<file path="src/rtl/ramp_adc_pkg.sv">
package ramp_adc_pkg;
  localparam int unsigned DEF_WIDTH = 8;
  localparam int unsigned DEF_SYNC  = 2;
endpackage

</file>
<file path="src/rtl/ramp_adc_sync.sv">
module ramp_adc_sync #(
  parameter int unsigned STAGES = 2
) (
  input  logic clk_i,
  input  logic rst_ni,
  input  logic d_i,
  output logic q_o
);
  logic [STAGES-1:0] ff_q;

  always_ff @(posedge clk_i or negedge rst_ni) begin
    if (!rst_ni) ff_q <= '0;
    else         ff_q <= {ff_q[STAGES-2:0], d_i};
  end

  assign q_o = ff_q[STAGES-1];
endmodule

</file>
<file path="src/rtl/ramp_adc_tag_pipe.sv">
// Carries each DAC code alongside its comparator sample through the synchroniser.
module ramp_adc_tag_pipe #(
  parameter int unsigned WIDTH  = 8,
  parameter int unsigned STAGES = 2
) (
  input  logic             clk_i,
  input  logic             rst_ni,
  input  logic             flush_i,
  input  logic [WIDTH-1:0] code_i,
  output logic [WIDTH-1:0] code_o,
  output logic             vld_o
);
  logic [WIDTH-1:0] code_q [STAGES];
  logic [STAGES-1:0] vld_q;

  for (genvar s = 0; s < STAGES; s++) begin : g_stage
    logic [WIDTH-1:0] code_in;
    if (s == 0) begin : g_head
      assign code_in = code_i;
    end else begin : g_body
      assign code_in = code_q[s-1];
    end

    always_ff @(posedge clk_i or negedge rst_ni) begin
      if (!rst_ni) begin
        code_q[s] <= '0;
        vld_q[s]  <= 1'b0;
      end else begin
        code_q[s] <= code_in;
        vld_q[s]  <= flush_i ? 1'b0 : ((s == 0) ? 1'b1 : vld_q[s-1]);
      end
    end
  end

  assign code_o = code_q[STAGES-1];
  assign vld_o  = vld_q[STAGES-1];
endmodule

</file>
<file path="src/rtl/ramp_adc_counter.sv">
module ramp_adc_counter #(
  parameter int unsigned WIDTH = 8
) (
  input  logic             clk_i,
  input  logic             rst_ni,
  input  logic             restart_i,
  output logic [WIDTH-1:0] cnt_o
);
  localparam logic [WIDTH-1:0] CntMax = {WIDTH{1'b1}};

  logic [WIDTH-1:0] cnt_q;

  always_ff @(posedge clk_i or negedge rst_ni) begin
    if (!rst_ni)              cnt_q <= '0;
    else if (restart_i)       cnt_q <= '0;
    else if (cnt_q != CntMax) cnt_q <= cnt_q + 1'b1;
  end

  assign cnt_o = cnt_q;
endmodule

</file>
<file path="src/rtl/ramp_adc.sv">
module ramp_adc
  import ramp_adc_pkg::*;
#(
  parameter int unsigned WIDTH       = DEF_WIDTH,
  parameter int unsigned SYNC_STAGES = DEF_SYNC
) (
  input  logic             clk_i,
  input  logic             rst_ni,
  input  logic             cmp_i,
  output logic [WIDTH-1:0] dac_code_o,
  output logic [WIDTH-1:0] result_o,
  output logic             valid_o
);
  localparam logic [WIDTH-1:0] CodeMax = {WIDTH{1'b1}};

  logic             cmp_s;
  logic [WIDTH-1:0] cnt;
  logic [WIDTH-1:0] tag_code;
  logic             tag_vld;
  logic             restart;
  logic [WIDTH-1:0] result_q;
  logic             valid_q;

  ramp_adc_sync #(.STAGES(SYNC_STAGES)) i_sync (
    .clk_i (clk_i),
    .rst_ni(rst_ni),
    .d_i   (cmp_i),
    .q_o   (cmp_s)
  );

  ramp_adc_counter #(.WIDTH(WIDTH)) i_counter (
    .clk_i    (clk_i),
    .rst_ni   (rst_ni),
    .restart_i(restart),
    .cnt_o    (cnt)
  );

  ramp_adc_tag_pipe #(.WIDTH(WIDTH), .STAGES(SYNC_STAGES)) i_tag (
    .clk_i  (clk_i),
    .rst_ni (rst_ni),
    .flush_i(restart),
    .code_i (cnt),
    .code_o (tag_code),
    .vld_o  (tag_vld)
  );

  // trip on the aligned sample, or give up once the all-ones code has been judged
  assign restart = tag_vld && (cmp_s || (tag_code == CodeMax));

  always_ff @(posedge clk_i or negedge rst_ni) begin
    if (!rst_ni) begin
      result_q <= '0;
      valid_q  <= 1'b0;
    end else begin
      valid_q <= restart;
      if (restart) result_q <= tag_code;
    end
  end

  assign dac_code_o = cnt;
  assign result_o   = result_q;
  assign valid_o    = valid_q;
endmodule

</file>
<file path="config.mk">
export PLATFORM = sky130hd
export DESIGN_NAME = ramp_adc
export DESIGN_NICKNAME = d
export VERILOG_FILES = /design/src/rtl/ramp_adc_pkg.sv /design/src/rtl/ramp_adc_sync.sv /design/src/rtl/ramp_adc_tag_pipe.sv /design/src/rtl/ramp_adc_counter.sv /design/src/rtl/ramp_adc.sv
export SDC_FILE = /design/constraint.sdc
export NUM_CORES = 1
export LEC_CHECK = 0
export BUFFER_PORTS_ARGS = -buffer_cell sky130_fd_sc_hd__buf_2
export CAP_MARGIN = 20
export CORE_MARGIN = 3
export CORE_UTILIZATION = 49
export DETAILED_ROUTE_END_ITERATION = 8
export GPL_TIMING_DRIVEN = 0
export PLACE_DENSITY = 0.78
export REMOVE_ABC_BUFFERS = 1
export SKIP_CTS_REPAIR_TIMING = 1
export SLEW_MARGIN = 25
export SYNTH_ARGS = -nofsm -noshare
export SYNTH_HDL_FRONTEND = slang
export SYNTH_HIERARCHICAL = 1
export SYNTH_SLANG_ARGS = --single-unit
</file>
<file path="constraint.sdc">
create_clock -name clk_i -period 3.7 [get_ports clk_i]
set_clock_uncertainty 0.1 [all_clocks]
set_input_delay 0.555 -clock clk_i [delete_from_list [all_inputs] [get_ports clk_i]]
set_output_delay 0.555 -clock clk_i [all_outputs]
set_load 0.005 [all_outputs]
</file>
==> key figures, run 1 <==
Clocking
  – Skew-Pair Late Insertion Delay: 310 ps
  – Clock sink count: 37
  – Num CTS Buffers: 5
  – Max Buffers Root-to-Sink: 2
  – H-tree depth: 2
  – Root Driver: clkbuf_4
  – CTS tree: built
  – Clk slew on worst S/H paths: 100 ps

Power and ir drop
  – P_int: 616 µW
  – Sequential share of power: 63.8%
  – Logic gate share of total power: 13.7%
  – Max VDD drop: 0.000344 V
  – Pleak: 0.733 nW
  – Sw power: 223 µW
  – Clock power frac: 22.5%
  – Pwr/cell area: 574 nW/µm²
  – Switching power share of the total: 26.6%

Placed design
  – Dpl hpwl: 1320 µm
  – Setup WS pre-CTS: 2020 ps
  – IO buf count: 19
  – GPL Wtd Cong: 0.754
  – Placed insts: 131

Timing
  – RSZ-0062 raised after global routing: no
  – Count of final hold-check violations: 0
  – Setup Viol. Count Final: 0
  – Slew Limit Fails: 0
  – Fmax: 591 MHz
  – Setup ws final: 2010 ps
  – Relative slew slack: 49.0%
  – Pin slew with the least headroom to its limit: 765 ps
  – Min Clock Period, post-route: 1690 ps
  – Final Cycle Share: 45.8%
  – Setup tns final: 0 ps

Yosys
  – Sequential element share of the synthesized area: 72.0%
  – Mean Syn Cell Area: 15.1 µm²
  – Synth Cell Area: 1290 µm²
  – Netlist cell types: 25
  – Top post-synthesis cells by area: dfrtp_1, mux2_2, and4_2, a211oi_1, a21oi_1
  – Ys async rst share: 100%
  – Yosys reg bits: 37
  – YS warnings: 6
  – Yosys top cell area share: 72.0%
  – Main synth FF type: dfrtp_1
  – Cells after synthesis: 85
  – Synth area leader: dfrtp_1
  – Number of synthesized flops with an enable pin: 0

Layout
  – Layout area overhead: 13.6%
  – Fraction of layout cells with a size suffix above 1: 35.1%
  – ANT cells: 0
  – Final net count: 114
  – Post-Layout Cell Count: 139
  – Final core occ: 62.5%

Floorplan
  – Cell Rows: 17
  – Initial Util: 55.0%
  – Chip width: 57.2 µm
  – Chip height: 57.2 µm
  – Die Area: 3280 µm²
  – Core area: 2340 µm²
  – IO Pins: 20

Worst setup path
  – End point of the critical path: i_counter/cnt_o[1]$_DFFE_PN0P_
  – Crit. End Element: flop
  – Max FO, Critical Path: 8
  – Cells on worst reg2reg path: 4
  – FF-to-FF End: i_counter/cnt_o[1]$_DFFE_PN0P_
  – Req. time, crit path: 3840 ps
  – Startpoint types: flop
  – WP data arrival: 1830 ps
  – CP Class: flop to flop
  – Reg2reg setup slack: 2010 ps
  – Critical Path Start: i_counter/cnt_o[0]$_DFFE_PN0P_
  – Reg-to-Reg Start: i_counter/cnt_o[0]$_DFFE_PN0P_

GRT
  – Total gr overflow: 0
  – Antenna violations before repair: 0
  – Number of global-route vias before repair: 792
  – Largest net degree at the start of global routing: 38
  – Total track usage: 14.4%
  – First-pass GRT wire length: 3530 µm

Drt
  – Via count: 775
  – Initial detailed-routing violation count: 13
  – Routed WL per cell: 14.1 µm
  – First-pass detailed-route iteration total: 4
  – DRT antenna net count: 0
  – DRC errors left: 0
  – Via/cell ratio: 5.58
  – Final wirelength: 1960 µm

Outcome
  – Outcome: finished clean

Worst hold path
  – Hold WC Path Type: input pin to async pin

Run
  – Max-Cap Viols: 0
==> layout by cell type, fill, tap and decap left out, drive strengths merged <==
cell and instances:
and4 3, o21bai 1, nor3b 1, mux2 8, or3 1, and2b 1, nand4 4, buf 19
a31oi 3, o21ai 3, a21oi 4, nand2 1, or2 1, and3 2, a211oi 3, nor2b 1
clkbuf 8, dfrtp 37, ha 1, nor2 1, a311oi 1, inv 3, nand3 1, nor3 3
==> kinds of logic (layout without fill, tap and decap cells) <==
group           count (synthesis)  count (layout)  share of synthesized area [%]
flops                          37              37                           72.0
simple gates                   20              20                           10.8
compound gates                 15              15                           8.07
mux                             8               8                           7.00
buf+inv                         4              30                           1.17
fa+ha+maj                       1               1                          0.973
==> power by group through the flow <==
| stage | Combinational, mW | Sequential [mW] | Clock (mW) |
|---|---|---|---|
| global placement | 0.114 | 0.539 | 0 |
| CTS | 0.118 | 0.535 | 0.197 |
| floorplan | 0.0574 | 0.535 | 0 |
| finish | 0.115 | 0.535 | 0.189 |
| detailed placement | 0.118 | 0.544 | 0 |
| global route | 0.130 | 0.546 | 0.222 |
==> area by class of cell <==
| cell class | instances | area, µm² |
|---|---|---|
| Sequential cell | 37 | 926 |
| Fill cell | 200 | 878 |
| Multi-Input combinational cell | 44 | 345 |
| Timing Repair Buffer | 19 | 95.1 |
| Clock buffer | 8 | 48.8 |
| Tap cell | 28 | 35.0 |
| Inverter | 3 | 11.3 |
==> routing by layer <==
metal / GRT usage [%] / wire [µm] / vias up / part of all wire [%]
li1: - / - / 362 / -
met1: 17.3 / 841 / 386 / 43
met2: 22.7 / 971 / 25 / 50
met3: 5.43 / 132 / 2 / 6.7
met4: 7.28 / 15 / 0 / 0.76
met5: 0 / 0 / - / 0
==> worst max-delay path, cell delays in order (launching register included) <==
cell and delay (ps):
dfrtp_1 470, ha_1 330, nand4_2 190, or3_1 380, a21oi_1 140
==> Yosys cell counts, types with 2 or more instances <==
| cell | count |
|---|---|
| inv_1 | 3 |
| a31oi_1 | 3 |
| a21oi_1 | 4 |
| nand4_1 | 3 |
| o21ai_0 | 2 |
| and3_1 | 2 |
| dfrtp_1 | 37 |
| and4_2 | 3 |
| mux2_2 | 8 |
| nor3_1 | 3 |
| a211oi_1 | 3 |
==> state kept, by name, indices dropped and copies added (netlist names) <==
signal,flops
result_o,8
i_tag/code_o,8
i_tag/g_stage.code_in,8
i_tag/vld_q,1
i_counter/cnt_o,8
i_sync/ff_q,2
i_tag/vld_o,1
valid_o,1
==> how the worst min path moves through the flow <==
stage                                                     start                        endpoint  slack, ps  depth (start not counted)
after global routing                                      cmp_i        i_sync/ff_q[0]$_DFF_PN0_        210                          1
after global placement    i_tag/g_stage[1].code_in[5]$_DFF_PN0_       i_tag/code_o[5]$_DFF_PN0_        230                          0
final                                                    rst_ni         result_o[3]$_DFFE_PN0P_        200                          1
after floorplan                                          rst_ni  i_counter/cnt_o[0]$_DFFE_PN0P_        160                          0
after detailed placement  i_tag/g_stage[1].code_in[1]$_DFF_PN0_       i_tag/code_o[1]$_DFF_PN0_        230                          0
after CTS                                                rst_ni         result_o[3]$_DFFE_PN0P_        210                          1
==> per-stage QoR <==
stage          total power [mW]  hold slack [ps]  cell area (µm²)
2_1_floorplan             0.593              159             1280
3_3_place_gp              0.652              233             1410
3_5_place_dp              0.661              235             1410
4_1_cts                   0.851              213             1460
5_1_grt                   0.899              210             1460
6_report                  0.838              200             1460
(Power assumes the default switching activity.)
==> run 2: changes to the inputs <==
--- a/config.mk
+++ b/config.mk
@@ -8,10 +8,10 @@
 export BUFFER_PORTS_ARGS = -buffer_cell sky130_fd_sc_hd__buf_2
 export CAP_MARGIN = 20
 export CORE_MARGIN = 3
-export CORE_UTILIZATION = 49
+export CORE_UTILIZATION = 48
 export DETAILED_ROUTE_END_ITERATION = 8
 export GPL_TIMING_DRIVEN = 0
-export PLACE_DENSITY = 0.78
+export PLACE_DENSITY = 0.8
 export REMOVE_ABC_BUFFERS = 1
 export SKIP_CTS_REPAIR_TIMING = 1
 export SLEW_MARGIN = 25
==> constraint.sdc (replaced) <==
create_clock -name clk_i -period 1.4 [get_ports clk_i]
set_clock_uncertainty 0.1 [all_clocks]
set_input_delay 0.21 -clock clk_i [delete_from_list [all_inputs] [get_ports clk_i]]
set_output_delay 0.21 -clock clk_i [all_outputs]
set_load 0.005 [all_outputs]
==> run 2 against run 1 <==
The run now ends with setup timing left. Combinational power rose to 4.0 times the previous value. Wire length up 8.1%. Flip-flop and latch count unchanged. Register-to-register slack worse by 2100 ps. Hold slack better by 56 ps. Sequential share of layout area down 7.2 points. Clock power rose to 2.9 times the previous value. Fmax up 12%. Die area up 1.9%. Critical path type unchanged. Critical endpoint is now i_counter/cnt_o[0]$_DFFE_PN0P_. Largest cell class unchanged. Largest power group unchanged.
==> key figures, run 2 (synthesis gave the netlist of run 1 again) <==
Layout
  – FILL cells: 195 (-2.5%)
  – Most common cell after layout, fill and taps aside: dfrtp_1
  – Final Instance Area: 1660 µm² (+13%)
  – Final net count: 127 (+11%)
  – ANT cells: 0 (unchanged)
  – Layout area overhead: 28.7%
  – Fraction of layout cells with a size suffix above 1: 50.4% (+15 points)
  – Commonest non-fill, non-tap cells in the layout: dfrtp_1, buf_2, buf_4

Clocking
  – Clock sink count: 37 (unchanged)
  – Skew-Pair Late Insertion Delay: 330 ps (+20 ps)
  – CTS tree: built
  – Num CTS Buffers: 5 (unchanged)
  – Max Buffers Root-to-Sink: 2 (unchanged)
  – H-tree depth: 2 (unchanged)
  – Clk slew on worst S/H paths: 100 ps (about the same)
  – Root Driver: clkbuf_4

Worst setup path
  – WP data arrival: 1670 ps (-160 ps)
  – Slowest stage cell on the critical path: dfrtp_1
  – Crit. End Element: flop
  – CP Class: flop to flop
  – Slowest cell delay on critical path: 400 ps (-70 ps)
  – Max FO, Critical Path: 5 (-3)
  – CP cell instances: nand4_1, nor2_2, o21ai_4, clkinvlp_4, buf_4, nor3b_2
  – Req. time, crit path: 1550 ps (-2290 ps)
  – Worst path bufs/invs: 2 (+2)
  – CP delay by family, top: flip-flops
  – Startpoint types: flop

GRT
  – Total track usage: 12.8% (-1.6 points)
  – Largest net degree at the start of global routing: 38 (unchanged)
  – Number of global-route vias before repair: 698 (-12%)
  – Total gr overflow: 0 (unchanged)
  – First-pass GRT wire length: 3130 µm (-11%)
  – Antenna violations before repair: 0 (unchanged)

Timing
  – Setup Viol. Count Final: 17 (+17)
  – Count of final hold-check violations: 0 (unchanged)
  – Pin slew with the least headroom to its limit: 751 ps (-13.6 ps)
  – Slew Limit Fails: 0 (unchanged)
  – RSZ-0062 raised after global routing: yes
  – Relative slew slack: 49.9% (+0.91 points)
  – Min Clock Period, post-route: 1520 ps (-178 ps)
  – Fmax: 660 MHz (+12%)
  – Final Cycle Share: 108% (+62 points)
  – Min Hold Slack: 256 ps (+55.8 ps)
  – Setup ws final: -115 ps (-2120 ps)

Drt
  – Initial detailed-routing violation count: 11 (-2)
  – DRC errors left: 0 (unchanged)
  – Final wirelength: 2120 µm (+8.1%)
  – Via count: 821 (+5.9%)
  – Via/cell ratio: 5.37 (-3.8%)
  – Routed WL per cell: 13.9 µm (-1.8%)
  – First-pass detailed-route iteration total: 4 (unchanged)
  – DRT antenna net count: 0 (unchanged)

Worst hold path
  – Hold WC Path Type: flop to flop

Floorplan
  – Initial Util: 51.0% (-4.0 points)
  – Cell Rows: 18 (+1)
  – Chip width: 57.8 µm (+0.93%)
  – Core area: 2520 µm² (+7.8%)
  – IO Pins: 20 (unchanged)
  – Die Area: 3340 µm² (+1.9%)
  – Chip height: 57.8 µm (+0.93%)

Power and ir drop
  – Pleak: 0.816 nW (+11%)
  – Max VDD drop: 0.000951 V (+180%)
  – Total design power: 2.43 mW (+190%)
  – Pwr/cell area: 1470 nW/µm² (+160%)

Placed design
  – GPL Wtd Cong: 0.752 (-0.29%)
  – Dpl hpwl: 1280 µm (-3.2%)
  – Placed inst area: 1420 µm² (+0.18%)
  – IO buf count: 19 (unchanged)
  – Setup WS pre-CTS: -272 ps (-2290 ps)

Outcome
  – Failing checks: setup timing
  – Outcome: complete, but fails checks

Run
  – Max-Cap Viols: 0 (unchanged)
-- run 2: changes by cell type in the layout (fill, tap and decap cells not counted), sizes merged --
cell / change
inv: -1
clkbuf: -1
clkinvlp: +1
dlygate4sd3: +2
buf: +11
-- run 2: worst paths after layout --
path	endpoint	from	cells past startpoint	slack, ps
max in group asynchronous	i_counter/cnt_o[2]$_DFFE_PN0P_	rst_ni	2	300
min in group asynchronous	i_tag/g_stage[1].code_in[5]$_DFF_PN0_	rst_ni	2	390
max	i_counter/cnt_o[0]$_DFFE_PN0P_	i_tag/code_o[1]$_DFF_PN0_	6	-120
max reg2reg	i_counter/cnt_o[0]$_DFFE_PN0P_	i_tag/code_o[1]$_DFF_PN0_	6	-120
min	i_tag/code_o[6]$_DFF_PN0_	i_tag/g_stage[1].code_in[6]$_DFF_PN0_	0	260
min reg2reg	i_tag/code_o[6]$_DFF_PN0_	i_tag/g_stage[1].code_in[6]$_DFF_PN0_	0	260
-- run 2: per-layer routing --
metal	routed length [µm]	global-route usage, %	part of all wire [%]
met5	0	0	0
met4	25	7.95	1.2
met3	124	4.68	5.8
met2	1050	20.2	50
met1	919	14.9	43
-- run 2: power by group --
part / internal [mW] / switching, mW / total [mW]
Sequential: 1.27 / 0.156 / 1.43
Clock: 0.237 / 0.302 / 0.539
Combinational: 0.272 / 0.193 / 0.464
-- run 2: final cells by class --
type / count / area (µm²) / area share (%)
clock buffer: 7 / 55.1 / 3.33
inverter: 3 / 15.0 / 0.907
multi-input combinational: 44 / 417 / 25.2
sequential: 37 / 930 / 56.2
tap: 30 / 37.5 / 2.27
timing repair buffer: 32 / 201 / 12.2
-- run 2: per-stage QoR --
step                setup TNS [ps]  utilization, %  cells
floorplan                     -205               -     84
CTS                          -1780            58.3    140
global route                 -2960            65.6    153
global placement              -998            56.1    133
detailed placement           -1470            56.1    133
finish                       -1330            65.6    153
==> run 3: changes to the inputs <==
--- a/config.mk
+++ b/config.mk
@@ -5,7 +5,7 @@
 export SDC_FILE = /design/constraint.sdc
 export NUM_CORES = 1
 export LEC_CHECK = 0
-export BUFFER_PORTS_ARGS = -buffer_cell sky130_fd_sc_hd__buf_2
+export BUFFER_PORTS_ARGS = -buffer_cell sky130_fd_sc_hd__buf_4
 export CAP_MARGIN = 20
 export CORE_MARGIN = 3
 export CORE_UTILIZATION = 48
==> run 3 against run 2 <==
The run still ends with setup timing left. Utilization rose by 1.9 points. Sequential power barely moved. Hold slack got worse by 6.9 ps. Sequential share of layout area fell by 1.6 points. Global-route usage rose by 1.1 points. Count of clock-buffer cells in the layout fell by 1. Via count rose by 2.3%. Combinational power rose by 5.4%. Critical path type unchanged. Highest routed layer is now met3.
==> key figures, run 3 (synthesis gave the netlist of run 1 again) <==
Timing
  – Min Clock Period, post-route: 1580 ps (+62.0 ps)
  – Setup Viol. Count Final: 19 (+2)
  – Count of final hold-check violations: 0 (unchanged)
  – RSZ-0062 raised after global routing: yes
  – Setup ws final: -177 ps (-62.0 ps)
  – Setup tns final: -2460 ps (-1140 ps)
  – Slew Limit Fails: 0 (unchanged)
  – Final Cycle Share: 113% (+4.4 points)
  – Relative slew slack: 70.8% (+21 points)
  – Pin slew with the least headroom to its limit: 438 ps (-313 ps)
  – Fmax: 634 MHz (-3.9%)
  – Min Hold Slack: 249 ps (-6.88 ps)

Worst setup path
  – WP data arrival: 1710 ps (+40 ps)
  – CP Class: flop to flop
  – Startpoint types: flop
  – Crit. End Element: flop
  – Req. time, crit path: 1540 ps (about the same)
  – Reg2reg setup slack: -180 ps (-60 ps)
  – FF-to-FF End: i_counter/cnt_o[7]$_DFFE_PN0P_
  – Reg-to-Reg Start: i_tag/code_o[0]$_DFF_PN0_
  – Max FO, Critical Path: 7 (+2)
  – Cells on worst reg2reg path: 6 (unchanged)

Outcome
  – Failing checks: setup timing
  – Outcome: complete, but fails checks

GRT
  – Met1 Use GR: 16.9% (+2.0 points)
  – Grt met3 use: 7.13% (+2.4 points)
  – Antenna violations before repair: 0 (unchanged)
  – Total track usage: 13.9% (+1.1 points)
  – Busiest grt layer: met2
  – Largest net degree at the start of global routing: 38 (unchanged)
  – Met2 Use GR: 21.1% (+0.97 points)
  – Number of global-route vias before repair: 745 (+6.7%)
  – First-pass GRT wire length: 3390 µm (+8.4%)
  – Total gr overflow: 0 (unchanged)

Drt
  – Via count: 840 (+2.3%)
  – DRT antenna net count: 0 (unchanged)
  – First-pass detailed-route iteration total: 4 (unchanged)
  – DRC errors left: 0 (unchanged)
  – Via/cell ratio: 5.42 (+0.99%)
  – Final wirelength: 2330 µm (+9.8%)
  – Initial detailed-routing violation count: 13 (+2)
  – Routed WL per cell: 15.0 µm (+8.3%)

Layout
  – Most common cell after layout, fill and taps aside: dfrtp_1
  – Post-Layout Cell Count: 155 (+1.3%)
  – ANT cells: 0 (unchanged)
  – Commonest non-fill, non-tap cells in the layout: dfrtp_1, buf_4, mux2_2
  – Final Instance Area: 1700 µm² (+2.9%)
  – Layout area overhead: 32.4%
  – Final core occ: 67.5% (+1.9 points)
  – Fraction of layout cells with a size suffix above 1: 52.8% (+2.4 points)
  – Final net count: 128 (+0.79%)

Placed design
  – Setup WS pre-CTS: -336 ps (-63.7 ps)
  – Dpl hpwl: 1360 µm (+6.0%)
  – GPL Wtd Cong: 0.711 (-5.4%)
  – IO buf count: 19 (unchanged)
  – Placed inst area: 1460 µm² (+3.4%)
  – Placed insts: 133 (unchanged)

Floorplan
  – Initial Util: 51.0% (unchanged)
  – Die Area: 3340 µm² (unchanged)
  – Core area: 2520 µm² (unchanged)
  – Cell Rows: 18 (unchanged)
  – Chip height: 57.8 µm (unchanged)
  – Chip width: 57.8 µm (unchanged)
  – IO Pins: 20 (unchanged)

Power and ir drop
  – Max VDD drop: 0.000978 V (+2.9%)
  – Pwr/cell area: 1430 nW/µm² (-2.3%)
  – Total design power: 2.44 mW (+0.48%)
  – Pleak: 0.814 nW (-0.19%)

Clocking
  – CTS tree: built
  – Num CTS Buffers: 5 (unchanged)
  – Max Buffers Root-to-Sink: 2 (unchanged)
  – Root Driver: clkbuf_4
  – Clock sink count: 37 (unchanged)
  – Clk slew on worst S/H paths: 100 ps (about the same)
  – Skew-Pair Late Insertion Delay: 330 ps (about the same)
  – H-tree depth: 2 (unchanged)

Run
  – Max-Cap Viols: 0 (unchanged)

Worst hold path
  – Hold WC Path Type: input pin to async pin
-- run 3: final cells by class --
type | count | area (µm²)
inverter | 3 | 15.0
tap | 30 | 37.5
clock buffer | 6 | 41.3
multi-input combinational | 44 | 405
timing repair buffer | 33 | 264
sequential | 37 | 930
clock inverter | 2 | 10.0
fill | 183 | 820
-- run 3: power breakdown --
| part | switching, mW | internal, mW | leakage, nW | total, mW |
|---|---|---|---|---|
| combinational | 0.185 | 0.304 | 0.301 | 0.489 |
| sequential | 0.170 | 1.27 | 0.481 | 1.44 |
| clock | 0.320 | 0.191 | 0.0320 | 0.511 |
| total | 0.676 | 1.77 | 0.814 | 2.44 |
-- run 3: worst max-delay path: stages, from the launching register on --
cell	delay [ps]
dfrtp_1	390
nand4_1	120
nor2_2	70
o21ai_4	260
clkinvlp_4	190
buf_6	160
a311oi_2	180
-- run 3: metal layers --
layer	wire length [µm]	share of wire (%)	vias to the layer above
li1	-	-	390
met3	163	7.0	0
met2	1200	52	29
met5	0	0	-
met4	0	0	0
met1	960	41	421
-- run 3: worst max-delay path by stage --
stage | start | to | slack, ps
2_1_floorplan | i_counter/cnt_o[0]$_DFFE_PN0P_ | i_counter/cnt_o[1]$_DFFE_PN0P_ | -90
3_3_place_gp | i_counter/cnt_o[0]$_DFFE_PN0P_ | i_counter/cnt_o[1]$_DFFE_PN0P_ | -230
3_5_place_dp | i_counter/cnt_o[0]$_DFFE_PN0P_ | i_counter/cnt_o[1]$_DFFE_PN0P_ | -340
4_1_cts | i_counter/cnt_o[0]$_DFFE_PN0P_ | i_counter/cnt_o[1]$_DFFE_PN0P_ | -360
5_1_grt | i_tag/code_o[0]$_DFF_PN0_ | i_counter/cnt_o[7]$_DFFE_PN0P_ | -290
6_report | i_tag/code_o[0]$_DFF_PN0_ | i_counter/cnt_o[7]$_DFFE_PN0P_ | -180
